$ cat src/rtl/srd_pkg.sv
package srd_pkg;

  localparam int RULE_W      = 32;
  localparam int RB_EN       = 0;
  localparam int RB_MODE_LO  = 1;
  localparam int RB_FOLD_LO  = 5;
  localparam int RB_LIM_LO   = 7;
  localparam int LIM_FIELD_W = 20;
  localparam int RB_MOD3     = 27;
  localparam int RB_SHIFT_LO = 30;
  localparam int LIM_LSB     = 26;
  localparam int LIMIT_W     = LIM_FIELD_W + LIM_LSB;

  typedef enum logic [2:0] {
    ST_OK      = 3'd0,
    ST_RANGE   = 3'd1,
    ST_MISS    = 3'd2,
    ST_REMOTE  = 3'd3,
    ST_BADMODE = 3'd4
  } srd_status_e;

  typedef enum logic [2:0] {
    S_IDLE,
    S_CHECK,
    S_SCAN,
    S_RESOLVE,
    S_RESP
  } srd_state_e;

  // Inclusive upper address of a rule: coarse field with all-ones fill below.
  function automatic logic [LIMIT_W-1:0] rule_limit(input logic [RULE_W-1:0] r);
    return {r[RB_LIM_LO +: LIM_FIELD_W], {LIM_LSB{1'b1}}};
  endfunction

endpackage

$ cat src/rtl/srd_rule_mem.sv
module srd_rule_mem #(
  parameter int DEPTH  = 24,
  parameter int IDX_W  = 5,
  parameter int DATA_W = 64
) (
  input  logic              clk,
  input  logic              wr_en,
  input  logic [IDX_W-1:0]  wr_idx,
  input  logic [DATA_W-1:0] wr_data,
  input  logic [IDX_W-1:0]  rd_idx,
  output logic [DATA_W-1:0] rd_data
);

  logic [DATA_W-1:0] mem [DEPTH];

  // Single write port, registered read: maps onto a block RAM.
  always_ff @(posedge clk) begin
    if (wr_en && (int'(wr_idx) < DEPTH)) begin
      mem[wr_idx] <= wr_data;
    end
    rd_data <= mem[rd_idx];
  end

endmodule

$ cat src/rtl/srd_bounds.sv
module srd_bounds #(
  parameter int ADDR_W = 46
) (
  input  logic [ADDR_W-1:0] addr,
  input  logic [ADDR_W-1:0] tolm,
  input  logic [ADDR_W-1:0] tohm,
  output logic              reject
);

  localparam int GIB4_BIT = 32;

  logic below_4g;

  assign below_4g = (addr >> GIB4_BIT) == '0;
  // Above high top, or inside the hole between low top and 4 GiB.
  assign reject = (addr >= tohm) || ((addr >= tolm) && below_4g);

endmodule

$ cat src/rtl/srd_target.sv
module srd_target
  import srd_pkg::*;
#(
  parameter int ADDR_W = 46
) (
  input  logic [ADDR_W-1:0] addr,
  input  logic [31:0]       rule,
  input  logic [31:0]       ilv,
  input  logic [31:0]       route,
  output srd_status_e       status,
  output logic [2:0]        node,
  output logic [2:0]        mc,
  output logic [1:0]        chan,
  output logic [2:0]        lch
);

  localparam int NLCH  = 8;
  localparam int RT_W  = 36;
  localparam int CH_LO = 18;

  logic [2:0]        idx;
  logic [3:0]        tgt;
  logic [3:0]        shamt;
  logic              bad_shift;
  logic [ADDR_W-1:0] shifted;
  logic [1:0]        rem3;
  logic [1:0]        fold;
  logic              use_fold;
  logic [RT_W-1:0]   route_x;
  logic [2:0]        mc_tab [NLCH];
  logic [1:0]        ch_tab [NLCH];
  logic              unused_rule_bits;

  assign unused_rule_bits = ^{rule[4:3], rule[29:28]};

  // Interleave index from the address field picked by the mode.
  always_comb begin
    unique case (rule[RB_MODE_LO +: 2])
      2'd0:    idx = addr[8:6];
      2'd1:    idx = addr[10:8];
      2'd2:    idx = addr[14:12];
      default: idx = addr[32:30];
    endcase
  end

  assign tgt = ilv[{idx, 2'b00} +: 4];

  always_comb begin
    bad_shift = 1'b0;
    unique case (rule[RB_SHIFT_LO +: 2])
      2'd0:    shamt = 4'd6;
      2'd1:    shamt = 4'd8;
      2'd2:    shamt = 4'd12;
      default: begin shamt = 4'd6; bad_shift = 1'b1; end
    endcase
  end

  assign shifted = addr >> shamt;
  assign rem3    = 2'(shifted % ADDR_W'(3));

  always_comb begin
    unique case (rule[RB_FOLD_LO +: 2])
      2'd0:    fold = rem3;
      2'd1:    fold = {1'b0, shifted[0]};
      2'd2:    fold = {shifted[0], ~shifted[0]};
      default: fold = {shifted[0], 1'b0};
    endcase
  end

  assign use_fold = rule[RB_MOD3];
  assign lch      = use_fold ? {fold, tgt[0]} : tgt[2:0];

  // Route word fields per logical channel; bits past 31 read zero.
  assign route_x = {{(RT_W-32){1'b0}}, route};
  for (genvar g = 0; g < NLCH; g++) begin : g_route
    assign mc_tab[g] = route_x[3*g +: 3];
    assign ch_tab[g] = route_x[2*g + CH_LO +: 2];
  end

  always_comb begin
    status = ST_OK;
    node   = '0;
    mc     = '0;
    chan   = '0;
    if (!tgt[3]) begin
      status = ST_REMOTE;
      node   = tgt[2:0];
    end else if (use_fold && bad_shift) begin
      status = ST_BADMODE;
    end else begin
      mc   = mc_tab[lch];
      chan = ch_tab[lch];
    end
  end

endmodule

$ cat src/rtl/sys_range_decoder.sv
module sys_range_decoder
  import srd_pkg::*;
#(
  parameter  int ENTRIES = 24,
  parameter  int ADDR_W  = 46,
  localparam int IDX_W   = (ENTRIES > 1) ? $clog2(ENTRIES) : 1
) (
  input  logic              clk,
  input  logic              rst,
  input  logic              tbl_we,
  input  logic [IDX_W-1:0]  tbl_idx,
  input  logic [31:0]       tbl_rule,
  input  logic [31:0]       tbl_ilv,
  input  logic [ADDR_W-1:0] cfg_tolm,
  input  logic [ADDR_W-1:0] cfg_tohm,
  input  logic [31:0]       cfg_route,
  input  logic              req_valid,
  output logic              req_ready,
  input  logic [ADDR_W-1:0] req_addr,
  output logic              rsp_valid,
  input  logic              rsp_ready,
  output logic [2:0]        rsp_status,
  output logic [2:0]        rsp_mc,
  output logic [1:0]        rsp_chan,
  output logic [2:0]        rsp_node
);

  localparam int              LO_W   = ADDR_W + 1;
  localparam int              ENT_W  = 64;
  localparam logic [IDX_W-1:0] LAST  = IDX_W'(ENTRIES - 1);

  srd_state_e        state;
  logic [ADDR_W-1:0] addr_q;
  logic [IDX_W-1:0]  ptr;
  logic [IDX_W-1:0]  rd_idx;
  logic [LO_W-1:0]   lo_q;
  logic [LO_W-1:0]   lim_ext;
  logic [ENT_W-1:0]  rd_q;
  logic [31:0]       hit_rule;
  logic [31:0]       hit_ilv;
  logic              reject;
  logic              hit;
  srd_status_e       st_q;
  logic [2:0]        mc_q;
  logic [1:0]        ch_q;
  logic [2:0]        node_q;
  srd_status_e       t_status;
  logic [2:0]        t_node;
  logic [2:0]        t_mc;
  logic [1:0]        t_chan;
  logic [2:0]        t_lch;

  assign req_ready  = (state == S_IDLE);
  assign rsp_valid  = (state == S_RESP);
  assign rsp_status = st_q;
  assign rsp_mc     = mc_q;
  assign rsp_chan   = ch_q;
  assign rsp_node   = node_q;

  // Prefetch: while entry ptr is compared, entry ptr+1 is read.
  always_comb begin
    rd_idx = '0;
    if (state == S_SCAN) begin
      rd_idx = (ptr == LAST) ? LAST : ptr + 1'b1;
    end
  end

  srd_rule_mem #(
    .DEPTH (ENTRIES),
    .IDX_W (IDX_W),
    .DATA_W(ENT_W)
  ) u_mem (
    .clk    (clk),
    .wr_en  (tbl_we),
    .wr_idx (tbl_idx),
    .wr_data({tbl_ilv, tbl_rule}),
    .rd_idx (rd_idx),
    .rd_data(rd_q)
  );

  srd_bounds #(.ADDR_W(ADDR_W)) u_bounds (
    .addr  (addr_q),
    .tolm  (cfg_tolm),
    .tohm  (cfg_tohm),
    .reject(reject)
  );

  assign lim_ext = LO_W'(rule_limit(rd_q[31:0]));
  assign hit     = rd_q[RB_EN] && ({1'b0, addr_q} >= lo_q) && ({1'b0, addr_q} <= lim_ext);

  srd_target #(.ADDR_W(ADDR_W)) u_target (
    .addr  (addr_q),
    .rule  (hit_rule),
    .ilv   (hit_ilv),
    .route (cfg_route),
    .status(t_status),
    .node  (t_node),
    .mc    (t_mc),
    .chan  (t_chan),
    .lch   (t_lch)
  );

  always_ff @(posedge clk) begin
    if (rst) begin
      state    <= S_IDLE;
      addr_q   <= '0;
      ptr      <= '0;
      lo_q     <= '0;
      hit_rule <= '0;
      hit_ilv  <= '0;
      st_q     <= ST_OK;
      mc_q     <= '0;
      ch_q     <= '0;
      node_q   <= '0;
    end else begin
      unique case (state)
        S_IDLE: begin
          if (req_valid) begin
            addr_q <= req_addr;
            state  <= S_CHECK;
          end
        end
        S_CHECK: begin
          ptr  <= '0;
          lo_q <= '0;
          if (reject) begin
            st_q   <= ST_RANGE;
            mc_q   <= '0;
            ch_q   <= '0;
            node_q <= '0;
            state  <= S_RESP;
          end else begin
            state <= S_SCAN;
          end
        end
        S_SCAN: begin
          if (hit) begin
            hit_rule <= rd_q[31:0];
            hit_ilv  <= rd_q[63:32];
            state    <= S_RESOLVE;
          end else if (ptr == LAST) begin
            st_q   <= ST_MISS;
            mc_q   <= '0;
            ch_q   <= '0;
            node_q <= '0;
            state  <= S_RESP;
          end else begin
            ptr  <= ptr + 1'b1;
            lo_q <= lim_ext + 1'b1;
          end
        end
        S_RESOLVE: begin
          st_q   <= t_status;
          mc_q   <= t_mc;
          ch_q   <= t_chan;
          node_q <= t_node;
          state  <= S_RESP;
        end
        S_RESP: begin
          if (rsp_ready) state <= S_IDLE;
        end
        default: state <= S_IDLE;
      endcase
    end
  end


  accept_busy_chk: assert property (@(posedge clk) disable iff (rst)
    (req_valid && req_ready) |=> !req_ready);


  rsp_hold_chk: assert property (@(posedge clk) disable iff (rst)
    (rsp_valid && !rsp_ready) |=> (rsp_valid && $stable(rsp_status) && $stable(rsp_mc)
                                   && $stable(rsp_chan) && $stable(rsp_node)));


  range_pass_chk: assert property (@(posedge clk) disable iff (rst)
    (rsp_valid && rsp_status != ST_RANGE) |-> (addr_q < cfg_tohm));


  hit_enabled_chk: assert property (@(posedge clk) disable iff (rst)
    (rsp_valid && rsp_status == ST_OK) |-> hit_rule[RB_EN]);


  scan_bound_chk: assert property (@(posedge clk) disable iff (rst)
    (state == S_SCAN) |-> (ptr <= LAST));


  node_zero_chk: assert property (@(posedge clk) disable iff (rst)
    (rsp_valid && rsp_status != ST_REMOTE) |-> (rsp_node == 3'd0));


  fold_range_chk: assert property (@(posedge clk) disable iff (rst)
    (state == S_RESOLVE && hit_rule[RB_MOD3] && t_status == ST_OK) |-> (t_lch < 3'd6));

endmodule

$ cat config.mk
export PLATFORM = sky130hd
export DESIGN_NAME = sys_range_decoder
export DESIGN_NICKNAME = d
export VERILOG_FILES = /design/src/rtl/srd_pkg.sv /design/src/rtl/srd_rule_mem.sv /design/src/rtl/srd_bounds.sv /design/src/rtl/srd_target.sv /design/src/rtl/sys_range_decoder.sv
export SDC_FILE = /design/constraint.sdc
export NUM_CORES = 2
export LEC_CHECK = 0
export BUFFER_PORTS_ARGS = -buffer_cell sky130_fd_sc_hd__buf_2
export CAP_MARGIN = 20
export CORE_MARGIN = 2
export CORE_UTILIZATION = 55
export CTS_CLUSTER_SIZE = 28
export DETAILED_ROUTE_END_ITERATION = 16
export PLACE_DENSITY = 0.79
export SYNTH_ARGS = -nofsm -noshare
export SYNTH_HDL_FRONTEND = slang
export SYNTH_SLANG_ARGS = --single-unit
$ cat constraint.sdc
create_clock -name clk -period 11.55 [get_ports clk]
set_input_delay 1.7325 -clock clk [delete_from_list [all_inputs] [get_ports clk]]
set_output_delay 1.7325 -clock clk [all_outputs]
set_load 0.02 [all_outputs]
After elaboration in Yosys (flattened, before gate mapping)
Memories as Yosys holds them, arrays and structs flattened. A register that Yosys moved wholly into a read port is not among the register bits.
Index checks and enable logic that the tools add are counted.
Widths: inputs -> output; s select.
{ "word_totals": {"ramBits": 1536, "output_inout_bits": 13, "memories": 1, "input_bits": 244, "reg_bits": 176, "wordCells": 108} }
{ "classes": {"div": 1, "n_reduce_logical": 19, "magnitude_cmp": 6, "n_shift": 2, "n_eq_ne": 18, "n_bitwise": 2, "add_sub_neg": 2, "mux": 47} }
{ "memory_table": {"columns": ["name", "depth", "width", "read_ports", "rd_clocked_by_memory_dff", "write_ports", "line", "text"], "rows": [
  ["u_mem.mem", 24, 64, 1, 1, 1, "srd_rule_mem.sv:14", "logic [DATA_W-1:0] mem [DEPTH];"]
]} }
{ "ops": {"columns": ["op", "count"], "rows": [
  ["$mux 47", 2],
  ["$pmux 47 s2", 1],
  ["$ge 46x46->1", 2],
  ["$mux 3", 19],
  ["$add 46x1->47 const B", 1],
  ["$ge 46x47->1", 1],
  ["$le 46x46->1", 1],
  ["$logic_not 46->1", 1],
  ["$mod 46x2->46 const B", 1],
  ["$shr 46x4->46", 1],
  ["$pmux 3 s3", 4],
  ["$shiftx 32x6->4", 1],
  ["$mux 5", 4],
  ["$pmux 3 s5", 1],
  ["$mux 2", 7],
  ["$pmux 2 s3", 2],
  ["$pmux 5 s2", 1],
  ["$bmux 3 s3", 1],
  ["$ne 2x2->1 const B", 4],
  ["$pmux 4 s2", 1],
  ["$bmux 2 s3", 1],
  ["$eq 2x1->1 const B", 3],
  ["$eq 2x2->1 const B", 3],
  ["$eq 3x2->1 const B", 2],
  ["21 further kinds", 32]
]} }

Longest topological paths before layout
{ "depth": {"depth_word": 13, "ltp_mapped": 57, "ltp_nobuf": 50} }

Modules after synthesis
From an unflattened synthesis, not the netlist that was laid out.
{ "unflattened": {"cells_unflattened": 5054, "hier_area_um2": 75797.7} }
{ "modules_own_cells": {"columns": ["mod", "seq_area_each_um2", "cells_per_inst", "instances", "area_each_um2"], "rows": [
  ["srd_rule_mem", 47405.5, 3057, 1, 60352.9],
  ["sys_range_decoder", 3002.9, 897, 1, 7214.4],
  ["srd_target", 0.0, 774, 1, 5908.2],
  ["srd_bounds", 0.0, 326, 1, 2322.2]
]} }

Worst setup path before layout
No wires, ideal clock.
{ "synth_path": {"path_type": "flip-flop to flip-flop", "startpoint": "register hit_rule[31]", "endpoint": "register mc_q[2], in the netlist rsp_mc[2]", "t_arrival_ns": 12.171, "t_required_ns": 11.420, "stages_incl_launch_ff": 55, "setup_slack_ns": -0.751, "synth_period_minus_slack_ns": 12.301, "setup_time_ns": 0.130, "cell_sequence": "dfxtp_1 inv_1 ha_1 buf_4 inv_2 or4_1 or4_1 o21ai_2 a221oi_4 a21bo_1 a221oi_2 nand2_2 or4_1 o2111ai_2 nor2_2 buf_6 or4_4 o311a_4 (+19 left out) o221ai_1 ha_1 inv_1 and2_1 xnor2_1 ha_1 inv_1 and4_1 or2_2 ha_1 a21o_1 a2111oi_2 a21boi_2 o21a_4 nor2_4 mux4_2 a222oi_1 o21ai_1"} }
{ "synth_via": {"elab_chain_len": 13, "elab_cells_between_ends": 19, "classes_between": "div (1); eq/ne (2); shift (1); mux (10); bitwise (2); reduce/logical (3)"} }
{ "synth_rtl": {"columns": ["item", "line", "text"], "rows": [
  ["start: declaration", "sys_range_decoder.sv:39", "logic [31:0] hit_rule;"],
  ["start signal: assignment", "sys_range_decoder.sv:138", "hit_rule <= rd_q[31:0];"],
  ["$eq 2x2->1 or $eq 2x1->1 (tied branches)", "srd_target.sv:50", "unique case (rule[RB_SHIFT_LO +: 2])"],
  ["$pmux 4 s2", "srd_target.sv:50", null],
  ["$shr 46x4->46", "srd_target.sv:58", "assign shifted = addr >> shamt;"],
  ["$mod 46x2->46 or $not 1->1 (tied branches)", "srd_target.sv:59, srd_target.sv:65", null],
  ["$pmux 2 s3", "srd_target.sv:62", "unique case (rule[RB_FOLD_LO +: 2])"],
  ["$mux 3", "srd_target.sv:71", "assign lch = use_fold ? {fold, tgt[0]} : tgt[2:0];"],
  ["$not 3->4 (not written as such)", "srd_target.sv:91", "mc = mc_tab[lch];"],
  ["$bmux 3 s3", "srd_target.sv:91", null],
  ["$mux 3 (not written as such) (2 in a row)", "srd_target.sv:91", null],
  ["$mux 3 *", "srd_target.sv:88", "end else if (use_fold && bad_shift) begin"],
  ["$mux 3 *", "srd_target.sv:85", "if (!tgt[3]) begin"],
  ["$pmux 3 s3 *", "sys_range_decoder.sv:116", "unique case (state)"],
  ["end signal: assignment", "sys_range_decoder.sv:154", "mc_q <= t_mc;"],
  ["end: declaration", "sys_range_decoder.sv:44", "logic [2:0] mc_q;"]
]} }
Mark *: on every way between the ends. The rest lies on a longest branch, timed or not. The select of a mux whose other input is x is not followed.
A chain may end at the register's enable or synchronous reset.

Worst setup path in the final report
Same ends and word-level chain as after synthesis.

==> impl_metrics.ini <==
[run_status]
status = complete, but fails checks
violations = setup timing

[yosys]
synth.largest_area_cell = edfxtp_1
yosysWarningCount = 0
syn_inst = 6185
async_flop_share_pct = 0
syn-cell-area_um2 = 71650
synth_area_per_cell_um2 = 11.58
ys_types = 115
synthFlopType = edfxtp_1
yosys_register_bits = 1625
synth-edff-count = 1440
synth_nets = 6569
synth_top_area_share_pct = 60.35
synth.yosys.seq_area_share_pct = 65.52
ys_top_cells_by_area = edfxtp_1 60%, nand2_1 8.6%, dfxtp_1 5.2%

[critical_path]
worstPathArrival_ps = 12720
end_kind = flop
cpLargestDelayFamily = compound AO/OA/AOI/OAI gates
cp-start-kind = flop
worst-setup-path-type = flop to flop
r2r_setup_slack_ps = -530
rr_startpoint = hit_rule[31]
required_ps = 12200
r2r_cells = 56
path_buf_inv = 11
crit_top_cell = buf_4
slowest_delay_ps = 510
worstPathMaxFanout = 7
crit_slowest_cell = or4_4
r2r_end = rsp_mc[2]

[cells_and_area]
fin_nets = 6871
final_common_cell = nand2_1
mostFrequentLayoutCells = 1,642 x nand2_1, 1,440 x edfxtp_1, 408 x nand3_1
utilization_pct = 63.46
drive_above_1_share_pct = 15.00
area_growth_pct = 14.54
finalNonFillerCells = 8377

[global_route]
grt_pass1_vias = 50750
grt_pass1_wl_um = 295100
grt_start_max_net_pins = 184
antenna_found_initial = 30
grt-ovfl-total = 0
track_usage_pct = 29.16

[power_and_ir_drop]
finalPower_mw = 15.32
p_seq_share_pct = 43.2
cellLeakagePower_nw = 30.55
power_frac_comb_pct = 23.1
p_int_mw = 11.03
p_sw_mw = 4.288
ir_worst_vdd_mv = 0.2038
clkPwrFrac_pct = 33.7
switching_share_pct = 27.99
powerDensity_nw_per_um2 = 186.6

[hold_path]
hold_path_depth = 2
whs_endpoint = hit_rule[6]
min_from = u_mem.rd_data[6]
hold_path.class = flop to flop

[routing]
via_per_inst = 6.244
drt_wl_total_um = 197700
drt-initial-drc-count = 6578
drc = 0
dr_total_vias = 52310
firstDrtPassIters = 9
antenna_left = 0
wl_per_cell_um = 23.60

[clock_network]
cts_made_buffers = 159
cts-root-buf = clkbuf_16
cts.path.max_buffers = 3
clk_pin_slew_worst_paths_ps = 60
insertion_delay_ps = 820
cts_max_level = 4
clkSinkCount = 1625
cts_tree = done
hold_buffers = 0

[timing]
setup_slack_ps = -525.6
relSlewSlack_pct = 22.75
worst_pin_slew_ps = 1156
fmax_mhz = 82.81
hold_viol = 0
rsz0062_at_grt = true
setup-violations-final = 5
fin_skew_ps = 56.48
min_period_ps = 12080
drv_slew = 0
post-route-period-util_pct = 104.6

[placement]
dp_hpwl_um = 107000
numPortBuffers = 252
gp_congestion = 0.9182
post-place-cells = 8017

[floorplan]
floorplan.core_area_um2 = 129300
die_y_um = 364.9
die_area_um2 = 133200
io_pins = 257
rows = 132
initial_core_util_pct = 55.40
die_w_um = 364.9

[job]
max_cap_viol_count = 0
==> cell usage after synthesis, types with 8 or more instances <==
| cell | n |
|---|---|
| mux2_2 | 15 |
| a31oi_1 | 129 |
| o211ai_1 | 11 |
| nor3b_1 | 8 |
| nand2_1 | 1645 |
| o21a_1 | 17 |
| nand2b_1 | 39 |
| a211oi_1 | 15 |
| clkbuf_1 | 340 |
| mux4_2 | 35 |
| nor3_1 | 47 |
| and2_1 | 13 |
| xor2_1 | 10 |
| o21ai_0 | 75 |
| o21ai_1 | 15 |
| buf_1 | 31 |
| nand4_1 | 44 |
| buf_2 | 12 |
| or3_1 | 10 |
| edfxtp_1 | 1440 |
| nor2_1 | 245 |
| a21o_1 | 38 |
| mux2i_1 | 80 |
| nand3_1 | 409 |
| a21oi_1 | 265 |
| and3_1 | 192 |
| nor2b_1 | 25 |
| a22oi_1 | 9 |
| and4_1 | 9 |
| dfxtp_1 | 185 |
| or2_2 | 13 |
| ha_1 | 140 |
| a311oi_1 | 243 |
| nor4_1 | 28 |
| inv_1 | 159 |
| xnor2_1 | 24 |
==> cell type report <==
| cell class | count | area (um^2) |
|---|---|---|
| fillers | 9256 | 47260 |
| flip-flops and latches | 1625 | 46950 |
| multi-input cells | 4009 | 23460 |
| clock buffers | 213 | 4393 |
| repair buffers | 530 | 3558 |
| well taps | 1742 | 2180 |
| clock inverters | 81 | 873.3 |
| inverters | 162 | 615.6 |
| diodes | 15 | 37.54 |
==> cell families (layout without fill, tap and decap cells) <==
logic type                 count (synthesis)  count (layout)  synth area share [%]
muxes                                    133             133                 2.527
and+or+nand+nor                         2777            2777                 17.09
other                                      0              15                     0
adders and majority gates                140             140                 2.445
xor gates and xnor gates                  34              34                0.4156
DFF                                     1625            1625                 65.52
AOI/OAI and AO/OA                        925             925                 9.053
buffers and inverters                    551             986                 2.950
==> worst max path at each step <==
stage	cells after the start	from	to
floorplan	54	hit_rule[31]	rsp_mc[2]
global placement	52	hit_rule[30]	rsp_mc[2]
detailed placement	51	hit_rule[30]	rsp_mc[2]
CTS	51	hit_rule[31]	rsp_mc[2]
global route	55	hit_rule[31]	rsp_mc[2]
finish	56	hit_rule[31]	rsp_mc[2]
==> power groups by stage <==
stage                     registers, mW  logic, mW  clock network (mW)
after CTS                          6.61       3.26                5.21
after floorplan                    6.69       1.99                   0
after detailed placement           6.73       2.99                   0
after global routing               6.62       3.81                5.43
after global placement             6.73       2.91                   0
final                              6.61       3.54                5.17
==> registers in the layout (all words and copies together) (netlist names) <==
signal and count:
rsp_chan 2, addr_q 46, rsp_mc 3, ptr 5
state 3, u_mem.mem 1440, hit_ilv 32, hit_rule 7
lo_q 21, u_mem.rd_data 60, rsp_node 3, rsp_status 3
==> tightest hold or removal path: cells and delay by family (launching register included) <==
| kind | cells | cell delay [ps] |
|---|---|---|
| flip-flops | 1 | 300 |
| multiplexers | 1 | 60 |
| AND/OR/NAND/NOR | 1 | 70 |
==> metrics by stage <==
stage | TNS [ps] | hold WS (ps) | worst slack [ps] | instance area, um^2
after CTS | -1523 | 456.4 | -438.2 | 81670
final | -2038 | 460.9 | -525.6 | 82060
after detailed placement | -4610 | 452.3 | -1037 | 75850
after global routing | -4400 | 486.7 | -998.8 | 82050
after floorplan | -173.3 | 436.4 | -139.8 | 71770
after global placement | -3705 | 441.3 | -861.7 | 75820
==> routing by layer <==
layer / global-route usage [%] / wire [um]
met5: 0 / 142
met1: 38.29 / 74840
met3: 5.790 / 20750
met4: 12.97 / 7605
met2: 47.22 / 94360
==> timing repair <==
item                       in CTS  in global routing
gates resized for setup        65                 41
setup endpoints to repair       5                  5
buffers inserted               32                 21
pin swaps                      53                 56
Power figures use the tool's default switching activity.
